==> src/rtl/ddr_guard_pkg.sv <==
package ddr_guard_pkg;

  typedef enum logic [2:0] {
    C_NOP = 3'd0,
    C_ACT = 3'd1,
    C_RD  = 3'd2,
    C_WR  = 3'd3,
    C_PRE = 3'd4,
    C_REF = 3'd5,
    C_MRS = 3'd6,
    C_BST = 3'd7
  } cmd_e;

  typedef enum logic [2:0] {
    B_IDLE    = 3'd0,
    B_OPENING = 3'd1,
    B_OPEN    = 3'd2,
    B_RDAP    = 3'd3,
    B_WRAP    = 3'd4,
    B_CLOSING = 3'd5
  } bank_e;

  typedef enum logic [2:0] {
    E_NONE     = 3'd0,
    E_STATE    = 3'd1,
    E_TIMING   = 3'd2,
    E_REF_BUSY = 3'd3,
    E_MRS_BUSY = 3'd4
  } err_e;

  function automatic int cyc_max(input int a, input int b);
    return (a > b) ? a : b;
  endfunction

  // width of a down-counter able to hold v
  function automatic int cnt_width(input int v);
    return (v < 2) ? 1 : $clog2(v + 1);
  endfunction

endpackage

==> src/rtl/ddr_cmd_decode.sv <==
module ddr_cmd_decode
  import ddr_guard_pkg::*;
(
  input  logic clk_en,
  input  logic sel_n,
  input  logic row_n,
  input  logic col_n,
  input  logic wr_n,
  input  logic flag,
  output cmd_e op,
  output logic auto_pre,
  output logic all_banks
);

  always_comb begin
    op = C_NOP;
    if (clk_en && !sel_n) begin
      case ({row_n, col_n, wr_n})
        3'b011:  op = C_ACT;
        3'b101:  op = C_RD;
        3'b100:  op = C_WR;
        3'b010:  op = C_PRE;
        3'b001:  op = C_REF;
        3'b000:  op = C_MRS;
        3'b110:  op = C_BST;
        default: op = C_NOP;
      endcase
    end
  end

  assign auto_pre  = flag && (op == C_RD || op == C_WR);
  assign all_banks = flag && (op == C_PRE);

endmodule

==> src/rtl/ddr_gap_timers.sv <==
module ddr_gap_timers
  import ddr_guard_pkg::*;
#(
  parameter int T_RRD = 2,
  parameter int T_RFC = 14,
  parameter int T_MRD = 2
) (
  input  logic clk,
  input  logic rst,
  input  cmd_e op,
  input  logic take,
  output logic rrd_busy,
  output logic rfc_busy,
  output logic mrd_busy
);

  localparam int GMAX = cyc_max(cyc_max(T_RRD, T_RFC), T_MRD);
  localparam int GW   = cnt_width(GMAX);
  localparam logic [GW-1:0] LD_RRD = GW'(T_RRD - 1);
  localparam logic [GW-1:0] LD_RFC = GW'(T_RFC - 1);
  localparam logic [GW-1:0] LD_MRD = GW'(T_MRD - 1);

  logic [GW-1:0] rrd_q, rfc_q, mrd_q;

  always_ff @(posedge clk) begin
    if (rst) begin
      rrd_q <= '0;
      rfc_q <= '0;
      mrd_q <= '0;
    end else begin
      rrd_q <= (take && op == C_ACT) ? LD_RRD : ((rrd_q != '0) ? rrd_q - 1'b1 : rrd_q);
      rfc_q <= (take && op == C_REF) ? LD_RFC : ((rfc_q != '0) ? rfc_q - 1'b1 : rfc_q);
      mrd_q <= (take && op == C_MRS) ? LD_MRD : ((mrd_q != '0) ? mrd_q - 1'b1 : mrd_q);
    end
  end

  assign rrd_busy = (rrd_q != '0);
  assign rfc_busy = (rfc_q != '0);
  assign mrd_busy = (mrd_q != '0);

  p_refresh_gate_r12: assert property (@(posedge clk) disable iff (rst)
    (T_RFC > 1 && take && op == C_REF) |=> rfc_busy);

  p_mode_gate_r12: assert property (@(posedge clk) disable iff (rst)
    (T_MRD > 1 && take && op == C_MRS) |=> mrd_busy);

endmodule

==> src/rtl/ddr_bank_track.sv <==
module ddr_bank_track
  import ddr_guard_pkg::*;
#(
  parameter int T_RCD     = 3,
  parameter int T_RAS     = 8,
  parameter int T_RC      = 11,
  parameter int T_RP      = 3,
  parameter int BURST_CYC = 2,
  parameter int T_WR      = 3
) (
  input  logic  clk,
  input  logic  rst,
  input  cmd_e  op,
  input  logic  auto_pre,
  input  logic  take,
  output bank_e state,
  output logic  bad_state,
  output logic  bad_timing
);

  localparam int LD_MAX = cyc_max(cyc_max(T_RC, T_RAS), cyc_max(BURST_CYC + T_WR, T_RP));
  localparam int CW     = cnt_width(LD_MAX);
  localparam logic [CW-1:0] LD_RCD  = CW'(T_RCD - 1);
  localparam logic [CW-1:0] LD_RC   = CW'(T_RC - 1);
  localparam logic [CW-1:0] LD_RAS  = CW'(T_RAS - 1);
  localparam logic [CW-1:0] LD_RP   = CW'(T_RP - 1);
  localparam logic [CW-1:0] LD_RDAP = CW'(BURST_CYC);
  localparam logic [CW-1:0] LD_WRAP = CW'(BURST_CYC + T_WR);
  localparam logic [CW-1:0] LD_WREC = CW'(BURST_CYC + T_WR - 1);
  localparam bank_e AFTER_ACT = (T_RCD > 1) ? B_OPENING : B_OPEN;
  localparam bank_e AFTER_PRE = (T_RP > 1) ? B_CLOSING : B_IDLE;

  bank_e         st_q, st_d;
  logic [CW-1:0] phase_q, phase_d;   // time left in a timed state
  logic [CW-1:0] rc_q, rc_d;         // same-bank activate spacing
  logic [CW-1:0] ras_q, ras_d;       // activate to precharge
  logic [CW-1:0] wrec_q, wrec_d;     // write to precharge

  function automatic logic [CW-1:0] dec_sat(input logic [CW-1:0] v);
    return (v != '0) ? v - 1'b1 : v;
  endfunction

  // verdict for the command on the pins, as seen by this bank
  always_comb begin
    bad_state  = 1'b0;
    bad_timing = 1'b0;
    case (op)
      C_ACT: begin
        bad_state  = (st_q != B_IDLE);
        bad_timing = (rc_q != '0);
      end
      C_RD, C_WR: begin
        bad_state  = (st_q inside {B_IDLE, B_CLOSING, B_RDAP, B_WRAP});
        bad_timing = (st_q == B_OPENING);
      end
      C_PRE: begin
        bad_state  = (st_q inside {B_OPENING, B_RDAP, B_WRAP});
        bad_timing = (st_q == B_OPEN) && ((ras_q != '0) || (wrec_q != '0));
      end
      default: ;
    endcase
  end

  always_comb begin
    st_d    = st_q;
    phase_d = dec_sat(phase_q);
    rc_d    = dec_sat(rc_q);
    ras_d   = dec_sat(ras_q);
    wrec_d  = dec_sat(wrec_q);
    case (st_q)
      B_OPENING: if (phase_q <= 1) st_d = B_OPEN;
      B_RDAP, B_WRAP: if (phase_q <= 1) begin
        st_d    = AFTER_PRE;
        phase_d = LD_RP;
      end
      B_CLOSING: if (phase_q <= 1) st_d = B_IDLE;
      default: ;
    endcase
    if (take) begin
      case (op)
        C_ACT: begin
          st_d    = AFTER_ACT;
          phase_d = LD_RCD;
          rc_d    = LD_RC;
          ras_d   = LD_RAS;
          wrec_d  = '0;
        end
        C_RD: if (auto_pre) begin
          st_d    = B_RDAP;
          phase_d = LD_RDAP;
        end
        C_WR: begin
          if (auto_pre) begin
            st_d    = B_WRAP;
            phase_d = LD_WRAP;
          end else begin
            wrec_d = LD_WREC;
          end
        end
        C_PRE: if (st_q == B_OPEN) begin
          st_d    = AFTER_PRE;
          phase_d = LD_RP;
        end
        default: ;
      endcase
    end
  end

  always_ff @(posedge clk) begin
    if (rst) begin
      st_q    <= B_IDLE;
      phase_q <= '0;
      rc_q    <= '0;
      ras_q   <= '0;
      wrec_q  <= '0;
    end else begin
      st_q    <= st_d;
      phase_q <= phase_d;
      rc_q    <= rc_d;
      ras_q   <= ras_d;
      wrec_q  <= wrec_d;
    end
  end

  assign state = st_q;

  p_opening_moves_r3: assert property (@(posedge clk) disable iff (rst)
    (st_q == B_OPENING) |=> (st_q inside {B_OPENING, B_OPEN}));

  p_closing_moves_r8: assert property (@(posedge clk) disable iff (rst)
    (st_q == B_CLOSING) |=> (st_q inside {B_CLOSING, B_IDLE}));

  p_idle_holds_r1: assert property (@(posedge clk) disable iff (rst)
    (st_q == B_IDLE && !(take && op == C_ACT)) |=> (st_q == B_IDLE));

endmodule

==> src/rtl/ddr_cmd_guard.sv <==
module ddr_cmd_guard
  import ddr_guard_pkg::*;
#(
  parameter int BA_W      = 2,
  parameter int T_RCD     = 3,
  parameter int T_RAS     = 8,
  parameter int T_RC      = 11,
  parameter int T_RP      = 3,
  parameter int T_RRD     = 2,
  parameter int T_RFC     = 14,
  parameter int T_MRD     = 2,
  parameter int BURST_CYC = 2,
  parameter int T_WR      = 3
) (
  input  logic                      clk,
  input  logic                      rst,
  input  logic                      cmd_clk_en,
  input  logic                      cmd_sel_n,
  input  logic                      cmd_row_n,
  input  logic                      cmd_col_n,
  input  logic                      cmd_wr_n,
  input  logic [BA_W-1:0]           cmd_bank,
  input  logic                      cmd_flag,
  output logic                      err_valid,
  output logic [2:0]                err_code,
  output logic [BA_W-1:0]           err_bank,
  output logic [3*(1<<BA_W)-1:0]    bank_state
);

  localparam int NBANK = 1 << BA_W;

  cmd_e            op;
  logic            auto_pre, all_banks;
  logic            commit;
  logic            rrd_busy, rfc_busy, mrd_busy, gate;
  logic [NBANK-1:0] sel, bad_s, bad_t;
  bank_e           st [NBANK];
  logic            all_idle;
  logic [BA_W-1:0] first_busy;
  err_e            code;
  logic [BA_W-1:0] eb;

  ddr_cmd_decode u_dec (
    .clk_en    (cmd_clk_en),
    .sel_n     (cmd_sel_n),
    .row_n     (cmd_row_n),
    .col_n     (cmd_col_n),
    .wr_n      (cmd_wr_n),
    .flag      (cmd_flag),
    .op        (op),
    .auto_pre  (auto_pre),
    .all_banks (all_banks)
  );

  ddr_gap_timers #(.T_RRD(T_RRD), .T_RFC(T_RFC), .T_MRD(T_MRD)) u_gap (
    .clk      (clk),
    .rst      (rst),
    .op       (op),
    .take     (commit),
    .rrd_busy (rrd_busy),
    .rfc_busy (rfc_busy),
    .mrd_busy (mrd_busy)
  );

  for (genvar i = 0; i < NBANK; i++) begin : g_bank
    assign sel[i] = all_banks || (cmd_bank == BA_W'(i));
    ddr_bank_track #(
      .T_RCD(T_RCD), .T_RAS(T_RAS), .T_RC(T_RC), .T_RP(T_RP),
      .BURST_CYC(BURST_CYC), .T_WR(T_WR)
    ) u_bank (
      .clk        (clk),
      .rst        (rst),
      .op         (op),
      .auto_pre   (auto_pre),
      .take       (commit && sel[i]),
      .state      (st[i]),
      .bad_state  (bad_s[i]),
      .bad_timing (bad_t[i])
    );
    assign bank_state[3*i +: 3] = st[i];
  end

  // lowest bank that is not idle
  always_comb begin
    all_idle   = 1'b1;
    first_busy = '0;
    for (int i = NBANK - 1; i >= 0; i--) begin
      if (st[i] != B_IDLE) begin
        all_idle   = 1'b0;
        first_busy = BA_W'(i);
      end
    end
  end

  assign gate = rfc_busy || mrd_busy;

  // classify the command; state classes outrank spacing
  always_comb begin
    code = E_NONE;
    eb   = cmd_bank;
    case (op)
      C_NOP: ;
      C_REF, C_MRS: begin
        if (!all_idle) begin
          code = (op == C_REF) ? E_REF_BUSY : E_MRS_BUSY;
          eb   = first_busy;
        end else if (gate) begin
          code = E_TIMING;
        end
      end
      C_BST: if (gate) code = E_TIMING;
      default: begin
        if (all_banks) begin
          for (int i = NBANK - 1; i >= 0; i--)
            if (bad_t[i]) begin
              code = E_TIMING;
              eb   = BA_W'(i);
            end
          for (int i = NBANK - 1; i >= 0; i--)
            if (bad_s[i]) begin
              code = E_STATE;
              eb   = BA_W'(i);
            end
          if (code == E_NONE && gate) code = E_TIMING;
        end else if (bad_s[cmd_bank]) begin
          code = E_STATE;
        end else if (bad_t[cmd_bank] || gate || (op == C_ACT && rrd_busy)) begin
          code = E_TIMING;
        end
      end
    endcase
  end

  assign commit = (op != C_NOP) && (code == E_NONE);

  always_ff @(posedge clk) begin
    if (rst) begin
      err_valid <= 1'b0;
      err_code  <= 3'd0;
      err_bank  <= '0;
    end else begin
      err_valid <= (code != E_NONE);
      err_code  <= code;
      err_bank  <= (code != E_NONE) ? eb : '0;
    end
  end

  p_err_has_code_r4: assert property (@(posedge clk) disable iff (rst)
    err_valid |-> (err_code != 3'd0 && err_code <= 3'd4));

  p_quiet_code_zero_r4: assert property (@(posedge clk) disable iff (rst)
    !err_valid |-> (err_code == 3'd0));

  p_ref_needs_idle_r11: assert property (@(posedge clk) disable iff (rst)
    (op == C_REF && !all_idle) |=> (err_valid && err_code == 3'd3));

  p_mrs_needs_idle_r11: assert property (@(posedge clk) disable iff (rst)
    (op == C_MRS && !all_idle) |=> (err_valid && err_code == 3'd4));

endmodule

==> config.mk <==
export PLATFORM = sky130hd
export DESIGN_NAME = ddr_cmd_guard
export DESIGN_NICKNAME = d
export VERILOG_FILES = /design/src/rtl/ddr_guard_pkg.sv /design/src/rtl/ddr_cmd_decode.sv /design/src/rtl/ddr_gap_timers.sv /design/src/rtl/ddr_bank_track.sv /design/src/rtl/ddr_cmd_guard.sv
export SDC_FILE = /design/constraint.sdc
export NUM_CORES = 1
export LEC_CHECK = 0
export BUFFER_PORTS_ARGS = -buffer_cell sky130_fd_sc_hd__clkbuf_2
export CAP_MARGIN = 20
export CORE_MARGIN = 4
export CORE_UTILIZATION = 25
export DETAILED_ROUTE_END_ITERATION = 7
export GPL_ROUTABILITY_DRIVEN = 0
export PLACE_DENSITY = 0.45
export SLEW_MARGIN = 10
export SYNTH_ARGS = -nofsm -noshare
export SYNTH_HDL_FRONTEND = slang
export SYNTH_SLANG_ARGS = --single-unit
==> constraint.sdc <==
create_clock -name clk -period 7.2 [get_ports clk]
set_clock_uncertainty 0.15 [all_clocks]
set_input_delay 0.36 -clock clk [delete_from_list [all_inputs] [get_ports clk]]
set_output_delay 0.36 -clock clk [all_outputs]
set_load 0.01 [all_outputs]
==> results.md, run 1 <==
- Post-CTS Setup Inserts: 0
- CP arrival: roughly 3800 ps
- # fillers: between 2000 and 2500
- Vias in the first global route: between 4000 and 5000
- Post-synth EDFFs: 0
- Wire length per cell: 15.0 µm
- Total CTS buffers: 9
- Xor and xnor fraction of the mapped netlist area: 0.0413
- CTS sink cnt: 94
- Worst-margin pin slew: 818 ps
- Routed Antenna Nets: 0
- Initial antenna violation count: 0
- GRT overflow: 0
- Maximum vdd drop: around 0.14 mV
- Synth Area in Simple Gates: 0.287
- Cell breakdown of the critical path: inv_1 -> ha_1 -> nor3b_1 -> nor2b_1 -> o31ai_1 -> a2111o_1 -> o31ai_2 -> o311ai_4 -> buf_4 -> or4_4 -> a221oi_1
- Synth Area in Adders: 0.0634
- Unrepaired setup endpoints after global routing: no
- Die Ht: ~160 µm
- Flop pwr share: 0.333
- CP peak stage delay: 580 ps
- Width of the chip: 159 µm
- Fin area: 6450 µm²
- Layout Nets: 784
- Post-route minimum period: 3670 ps
- Sw Share: 0.382
- Comb pwr share: 0.447
- Final setup fails: 0
- Cells after Synth: 737
- Worst Setup Start Kind: flip-flop
- Syn nets: approximately 780
- Main combinational cell family by area after synthesis: simple AND/OR/NAND/NOR gates
- Iteration-0 DRC count of the detailed router: between 300 and 400
- Pre-antenna DRT Iters: 5
- Row count: between 50 and 60
- Fmax: between 200 and 300 MHz
- Area fraction in compound gates after synthesis: 0.205
- Worst path required time: 7310 ps
- DR DRC count: 0
- Nature of the critical path endpoint: flip-flop
- Cts hold-fix bufs: 0
- Slowest CP cell: or4_4
- Int Power: around 1.5 mW
- Mux cell area share after synthesis: 0.0164
- FF/Latch Area: between 1500 and 2000 µm²
- Clk Latency, worst-skew pair: about 350 ps
- MaxCap Viol Count: 0
- H-tree levels: 3
- First-pass GRT wire length: roughly 26000 µm
- ANT cells: 0
- Ys Warns: 0
- Status: finished clean
- Most used DFF post-synth: dfxtp_1
- Cell Pwr Density: roughly 380 nW/µm²
- Rel. slew slack: 0.453
- Sequential area share after synthesis: 0.329
- Hold_ws: between 300 and 400 ps
- Clock buffer depth: 2
- Clock power frac: 0.220
- Multi-input logic area: roughly 3500 µm²
- Synthesized area: roughly 5700 µm²
- PortBufs: 27
- Final hold vios: 0
- Vias: about 5200
- Crit Path Max Fanout: 45
- Via-to-Cell Ratio: approximately 5
- Initial Util: 0.253
- Max Slew Vio Count: 0
- Overall power: between 2 and 2.5 mW
- Largest net degree at the start of global routing: 59
- Share of cells above drive strength 1: 0.0813
- Hold Crit Class: in -> reg
- Worst-path clk slew: 70 ps
- Type of the worst setup path: reg -> reg
- Total track usage: 0.122
- Period utilization: 0.510
- Most frequent cells in the layout: dfxtp_1, a21oi_1, nor3_1, nor2_1, inv_1
- P_leak: 2.41 nW
- Layout area overhead: 12.8%
- Gates resized, CTS repair: 0
- Syn_area_per_cell: a little under 8 µm²
- Netlist cell types: 58
- Placed Area: 6120 µm²
- Setup_tns: 0 ps
- Die ar.: between 20000 and 30000 µm²
- NetSw: 0.934 mW
- Hpwl dp: roughly 11000 µm
- Core Footprint: about 23000 µm²
- WL final: ~16000 µm
- Most common cell after layout, fill and taps aside: dfxtp_1
- Top Ports: 28
- Root Driver: clkbuf_16
- #FFs+latches synth: 94
- Async S/R FF share, synth: 0
- TritonCTS clock tree: yes
[flip-flops by register name, indices dropped and copies added, names as in the netlist]
name	cells
g_bank.u_bank.phase_q	16
g_bank.u_bank.ras_q	16
g_bank.u_bank.rc_q	16
g_bank.u_bank.wrec_q	16
g_bank.u_bank.state	12
u_gap.mrd_q	4
u_gap.rfc_q	4
u_gap.rrd_q	4
err_code	3
err_bank	2
err_valid	1
[critical path, delay by kind of cell (launching register included)]
kind / cells / cell delay (ps)
compound gates: 5 / 1320
fa+ha+maj: 1 / 180
buf+inv: 2 / 350
flops: 1 / 310
simple gates: 3 / 1240
[synth_stat cells, types with 12 or more instances]
master	number	area, µm²
nor3_1	64	320
or3_1	29	181
nand2_1	50	188
a31oi_1	12	75.1
ha_1	29	363
clkbuf_1	26	97.6
nand2b_1	17	106
nor2_1	59	221
inv_1	52	195
xnor2_1	25	219
a211oi_1	15	113
a21oi_1	65	325
nor3b_1	26	195
o21ai_0	41	205
dfxtp_1	94	1880
[stage by stage]
stage          setup WS (ps)  cells   util
2_1_floorplan           4040    737      -
3_3_place_gp            3410   1019  0.271
3_5_place_dp            3450   1019  0.271
4_1_cts                 3510   1035  0.286
5_1_grt                 3210   1035  0.286
6_report                3530   1035  0.286
[power by group through the flow]
stage / Sequential [mW] / Clock (mW) / Combinational (mW)
4_1_cts: 0.814 / 0.551 / 1.11
3_3_place_gp: 0.827 / 0 / 1.10
2_1_floorplan: 0.791 / 0 / 0.913
3_5_place_dp: 0.823 / 0 / 1.10
5_1_grt: 0.840 / 0.571 / 1.27
6_report: 0.814 / 0.538 / 1.09
[final timing paths]
check | start | end | slack [ps] | cells past startpoint
setup / recovery | g_bank[2].u_bank.wrec_q[0] | g_bank[0].u_bank.phase_q[1] | 3530 | 11
hold reg to reg | g_bank[1].u_bank.rc_q[2] | g_bank[1].u_bank.rc_q[2] | 350 | 2
setup reg to reg | g_bank[2].u_bank.wrec_q[0] | g_bank[0].u_bank.phase_q[1] | 3530 | 11
hold / removal | cmd_bank[1] | err_bank[1] | 340 | 3
[cell families after synthesis]
kind of cell / after synthesis
compound gates: 186
mux: 9
buf+inv: 86
flops: 94
fa+ha+maj: 29
simple gates: 306
xor+xnor: 27
[cell type report]
| class | instances | area share |
|---|---|---|
| clock buffers | 9 | 0.0349 |
| multi-input cells | 557 | 0.546 |
| repair buffers | 31 | 0.0256 |
| flip-flops and latches | 94 | 0.292 |
| inverters | 52 | 0.0303 |
| well taps | 285 | 0.0553 |
| clock inverters | 7 | 0.0163 |
[layer usage]
metal / track usage / share of wire
met3: 0.0220 / 0.045
met1: 0.165 / 0.48
met4: 0.0363 / 0.016
met2: 0.199 / 0.46
met5: 0 / 0
No activity file was read; power rests on OpenSTA's default activity.
==> inputs of run 2 (changes only) <==
--- a/config.mk
+++ b/config.mk
@@ -5,13 +5,14 @@
 export SDC_FILE = /design/constraint.sdc
 export NUM_CORES = 1
 export LEC_CHECK = 0
+export ABC_AREA = 1
 export BUFFER_PORTS_ARGS = -buffer_cell sky130_fd_sc_hd__clkbuf_2
 export CAP_MARGIN = 20
 export CORE_MARGIN = 4
 export CORE_UTILIZATION = 25
 export DETAILED_ROUTE_END_ITERATION = 7
 export GPL_ROUTABILITY_DRIVEN = 0
-export PLACE_DENSITY = 0.45
+export PLACE_DENSITY = 0.47
 export SLEW_MARGIN = 10
 export SYNTH_ARGS = -nofsm -noshare
 export SYNTH_HDL_FRONTEND = slang
==> constraint.sdc (replaced) <==
create_clock -name clk -period 3.02 [get_ports clk]
set_clock_uncertainty 0.15 [all_clocks]
set_input_delay 0.151 -clock clk [delete_from_list [all_inputs] [get_ports clk]]
set_output_delay 0.151 -clock clk [all_outputs]
set_load 0.01 [all_outputs]
==> results.md, run 2 <==
- CTS sink cnt: 94 (unchanged)
- Pre-antenna DRT Iters: 6 (was 5)
- Ys Warns: 0 (unchanged)
- Row count: 57 (was 55)
- P_leak: 3.41 nW (was 2.41 nW)
- Largest net degree at the start of global routing: 78 (was 59)
- Most common cell after layout, fill and taps aside: nand2_1 (was dfxtp_1)
- #FFs+latches synth: 94 (unchanged)
- MaxCap Viol Count: 0 (unchanged)
- ANT cells: 0 (unchanged)
- Sequential area share after synthesis: 0.302 (was 0.329)
- Critical Path End: g_bank[3].u_bank.phase_q[0] (was g_bank[0].u_bank.phase_q[1])
- Hpwl dp: 13300 µm (was 11400 µm)
- Crit Path Max Fanout: 21 (was 45)
- Worst-case reg-to-reg path depth: 15 (was 11)
- Netlist cell types: 41 (was 58)
- Worst-path clk slew: 70 ps (about the same)
- Worst Setup Start Kind: flip-flop (unchanged)
- Placed insts: 1332 (was 1019)
- Worst-margin pin slew: 881 ps (was 818 ps)
- WL final: 17800 µm (was 15500 µm)
- Place WS: 235 ps (was 3450 ps)
- Post-synth top area share: 0.302 (was 0.329)
- Post-synth EDFFs: 0 (unchanged)
- Hold Path Depth: 4 (was 3)
- CP arrival: 2920 ps (was 3780 ps)
- Fmax: 357 MHz (was 272 MHz)
- PortBufs: 27 (unchanged)
- Setup_tns: 0 ps (unchanged)
- Width of the chip: 166 µm (was 159 µm)
- Initial Util: 0.255 (was 0.253)
- Async S/R FF share, synth: 0 (unchanged)
- Share of cells above drive strength 1: 0.0868 (was 0.0813)
- R2r endpoint: g_bank[3].u_bank.phase_q[0] (was g_bank[0].u_bank.phase_q[1])
- TritonCTS clock tree: yes (unchanged)
- Status: finished clean (unchanged)
- Area contributors post-synth: dfxtp_1, nand2_1, inv_1 (was dfxtp_1, ha_1, a21oi_1)
- Cell Pwr Density: 901 nW/µm² (was 379 nW/µm²)
- Wire length per cell: 13.2 µm (was 15.0 µm)
- Synthesized area: 6230 µm² (was 5720 µm²)
- PnR worst setup slack: 222 ps (was 3530 ps)
- Most used DFF post-synth: dfxtp_1 (unchanged)
- Top Ports: 28 (unchanged)
- Clock power frac: 0.182 (was 0.220)
- Vias in the first global route: 5695 (was 4894)
- Yosys top cell by area: dfxtp_1 (unchanged)
- Initial antenna violation count: 0 (unchanged)
- Routed Antenna Nets: 0 (unchanged)
- Period utilization: 0.926 (was 0.510)
- Crit path from: g_bank[3].u_bank.state[2] (was g_bank[2].u_bank.wrec_q[0])
- Int Power: 3.66 mW (was 1.51 mW)
- Clock buffer depth: 2 (unchanged)
- Nature of the critical path endpoint: flip-flop (unchanged)
- Comb pwr share: 0.514 (was 0.447)
- Clk Latency, worst-skew pair: 360 ps (was 350 ps)
- Max Slew Vio Count: 0 (unchanged)
- Root Driver: clkbuf_16 (unchanged)
- Layout area overhead: 15.2% (was 12.8%)
- Vias: 6166 (was 5221)
- Post-route minimum period: 2800 ps (was 3670 ps)
- Unrepaired setup endpoints after global routing: yes (was no)
- Total track usage: 0.130 (was 0.122)
- DR DRC count: 0 (unchanged)
- Total CTS buffers: 9 (unchanged)
- Rel. slew slack: 0.413 (was 0.453)
- First-pass GRT wire length: 29400 µm (was 25500 µm)
- Worst r2r src: g_bank[3].u_bank.state[2] (was g_bank[2].u_bank.wrec_q[0])
- Maximum vdd drop: 0.264 mV (was 0.136 mV)
- Final hold vios: 0 (unchanged)
- Count leader, synth: nand2_1 (was dfxtp_1)
- Hold Crit Class: in -> reg (unchanged)
- Syn_area_per_cell: 6.37 µm² (was 7.76 µm²)
- Syn nets: 1017 (was 776)
- Most frequent cells in the layout: nand2_1, inv_1, nor2_1, a21oi_1, dfxtp_1 (was dfxtp_1, a21oi_1, nor3_1, nor2_1, inv_1)
- Die Ht: 166 µm (was 159 µm)
- Core Footprint: 24400 µm² (was 22600 µm²)
- Cells after Synth: 978 (was 737)
- H-tree levels: 3 (unchanged)
- Via-to-Cell Ratio: 4.57 (was 5.04)
- NetSw: 2.80 mW (was 0.934 mW)
- Layout Nets: 1059 (was 784)
- Die ar.: 27500 µm² (was 25400 µm²)
- Layout Cells excl Fill: 1349 (was 1035)
- Flop2flop setup slack: 220 ps (was 3530 ps)
- Worst path required time: 3140 ps (was 7310 ps)
- Iteration-0 DRC count of the detailed router: 457 (was 329)
- Type of the worst setup path: reg -> reg (unchanged)
- Final setup fails: 0 (unchanged)
- Sw Share: 0.433 (was 0.382)
- GRT overflow: 0 (unchanged)
- Flop pwr share: 0.304 (was 0.333)
- Leading post-synthesis cells by instance count: nand2_1, inv_1, nor2_1 (was dfxtp_1, a21oi_1, nor3_1)
[run 2: cell count changes after synthesis, moves of 13 or more]
cell and delta:
a21oi_1 +39, a211oi_1 -15, xnor2_1 -15, nor3_1 -49, nor2_1 +61, nor3b_1 -24, or3_1 -29, inv_1 +100
clkbuf_1 -13, nand2b_1 -17, o21ai_0 +35, xor2_1 +22, nand2_1 +133, nand3_1 +67
[run 2: power groups by stage]
stage	clock [mW]	combinational (mW)	sequential [mW]
4_1_cts	1.23	3.36	1.96
3_3_place_gp	0	3.32	1.99
2_1_floorplan	0	2.70	1.93
3_5_place_dp	0	3.33	1.99
6_report	1.18	3.32	1.96
5_1_grt	1.27	3.90	2.02
[run 2: critical path, stage by stage (launching register included)]
cell and delay, ps:
dfxtp_1 480, inv_1 90, o21bai_1 200, nor2_1 70, nor2_1 170, nand2_1 120, nor2_2 170, nand4_1 110
nand2_1 130, nand2_1 100, nor2_4 170, nand2_4 120, nor2_8 170, buf_12 180, nand3_1 90, a21oi_1 170
[run 2: per-layer routing]
layer	share of wire	GRT usage
met1	0.50	0.183
met2	0.44	0.203
met3	0.050	0.0309
met4	0.011	0.0291
met5	0	0
[run 2: how the worst min path moves through the flow]
stage                          end            from
finish                 err_code[2]       cmd_sel_n
global route           err_code[2]       cmd_sel_n
floorplan              err_bank[1]     cmd_bank[1]
CTS                    err_code[2]       cmd_sel_n
global placement    u_gap.rrd_q[1]  u_gap.rrd_q[1]
detailed placement  u_gap.rrd_q[1]  u_gap.rrd_q[1]
[run 2: layout make-up]
class                   count  area, µm²
inverters                 159        597
clock buffers              10        229
fillers                  2722      17200
repair buffers             51        330
well taps                 324        405
clock inverters             6       67.6
multi-input cells         705       3670
flip-flops and latches     94       1880
[run 2: kinds of logic (layout without fill, tap and decap cells)]
logic type | Yosys count | after routing | share of synthesized area
DFF | 94 | 94 | 0.302
and+or+nand+nor | 435 | 435 | 0.305
xor gates and xnor gates | 34 | 34 | 0.0478
AOI/OAI and AO/OA | 207 | 207 | 0.176
buffers and inverters | 179 | 226 | 0.111
adders and majority gates | 29 | 29 | 0.0582
[run 2: repair_timing]
| item | 4_1_cts | 5_1_grt |
|---|---|---|
| setup buffers | 0 | 0 |
| endpoints found under the setup margin | 0 | 10 |
| hold buffers | 1 | 0 |
| gates resized for setup | 0 | 2 |
| endpoints found under the hold margin | 1 | 0 |
[run 2: stage by stage]
| step | util | power (mW) | area [µm²] | hold WS (ps) |
|---|---|---|---|---|
| floorplan | - | 4.63 | 6230 | 162 |
| global placement | 0.281 | 5.31 | 6860 | 303 |
| detailed placement | 0.281 | 5.32 | 6860 | 303 |
| CTS | 0.294 | 6.55 | 7170 | 49.1 |
| global route | 0.294 | 7.20 | 7180 | 102 |
| finish | 0.294 | 6.46 | 7180 | 63.8 |
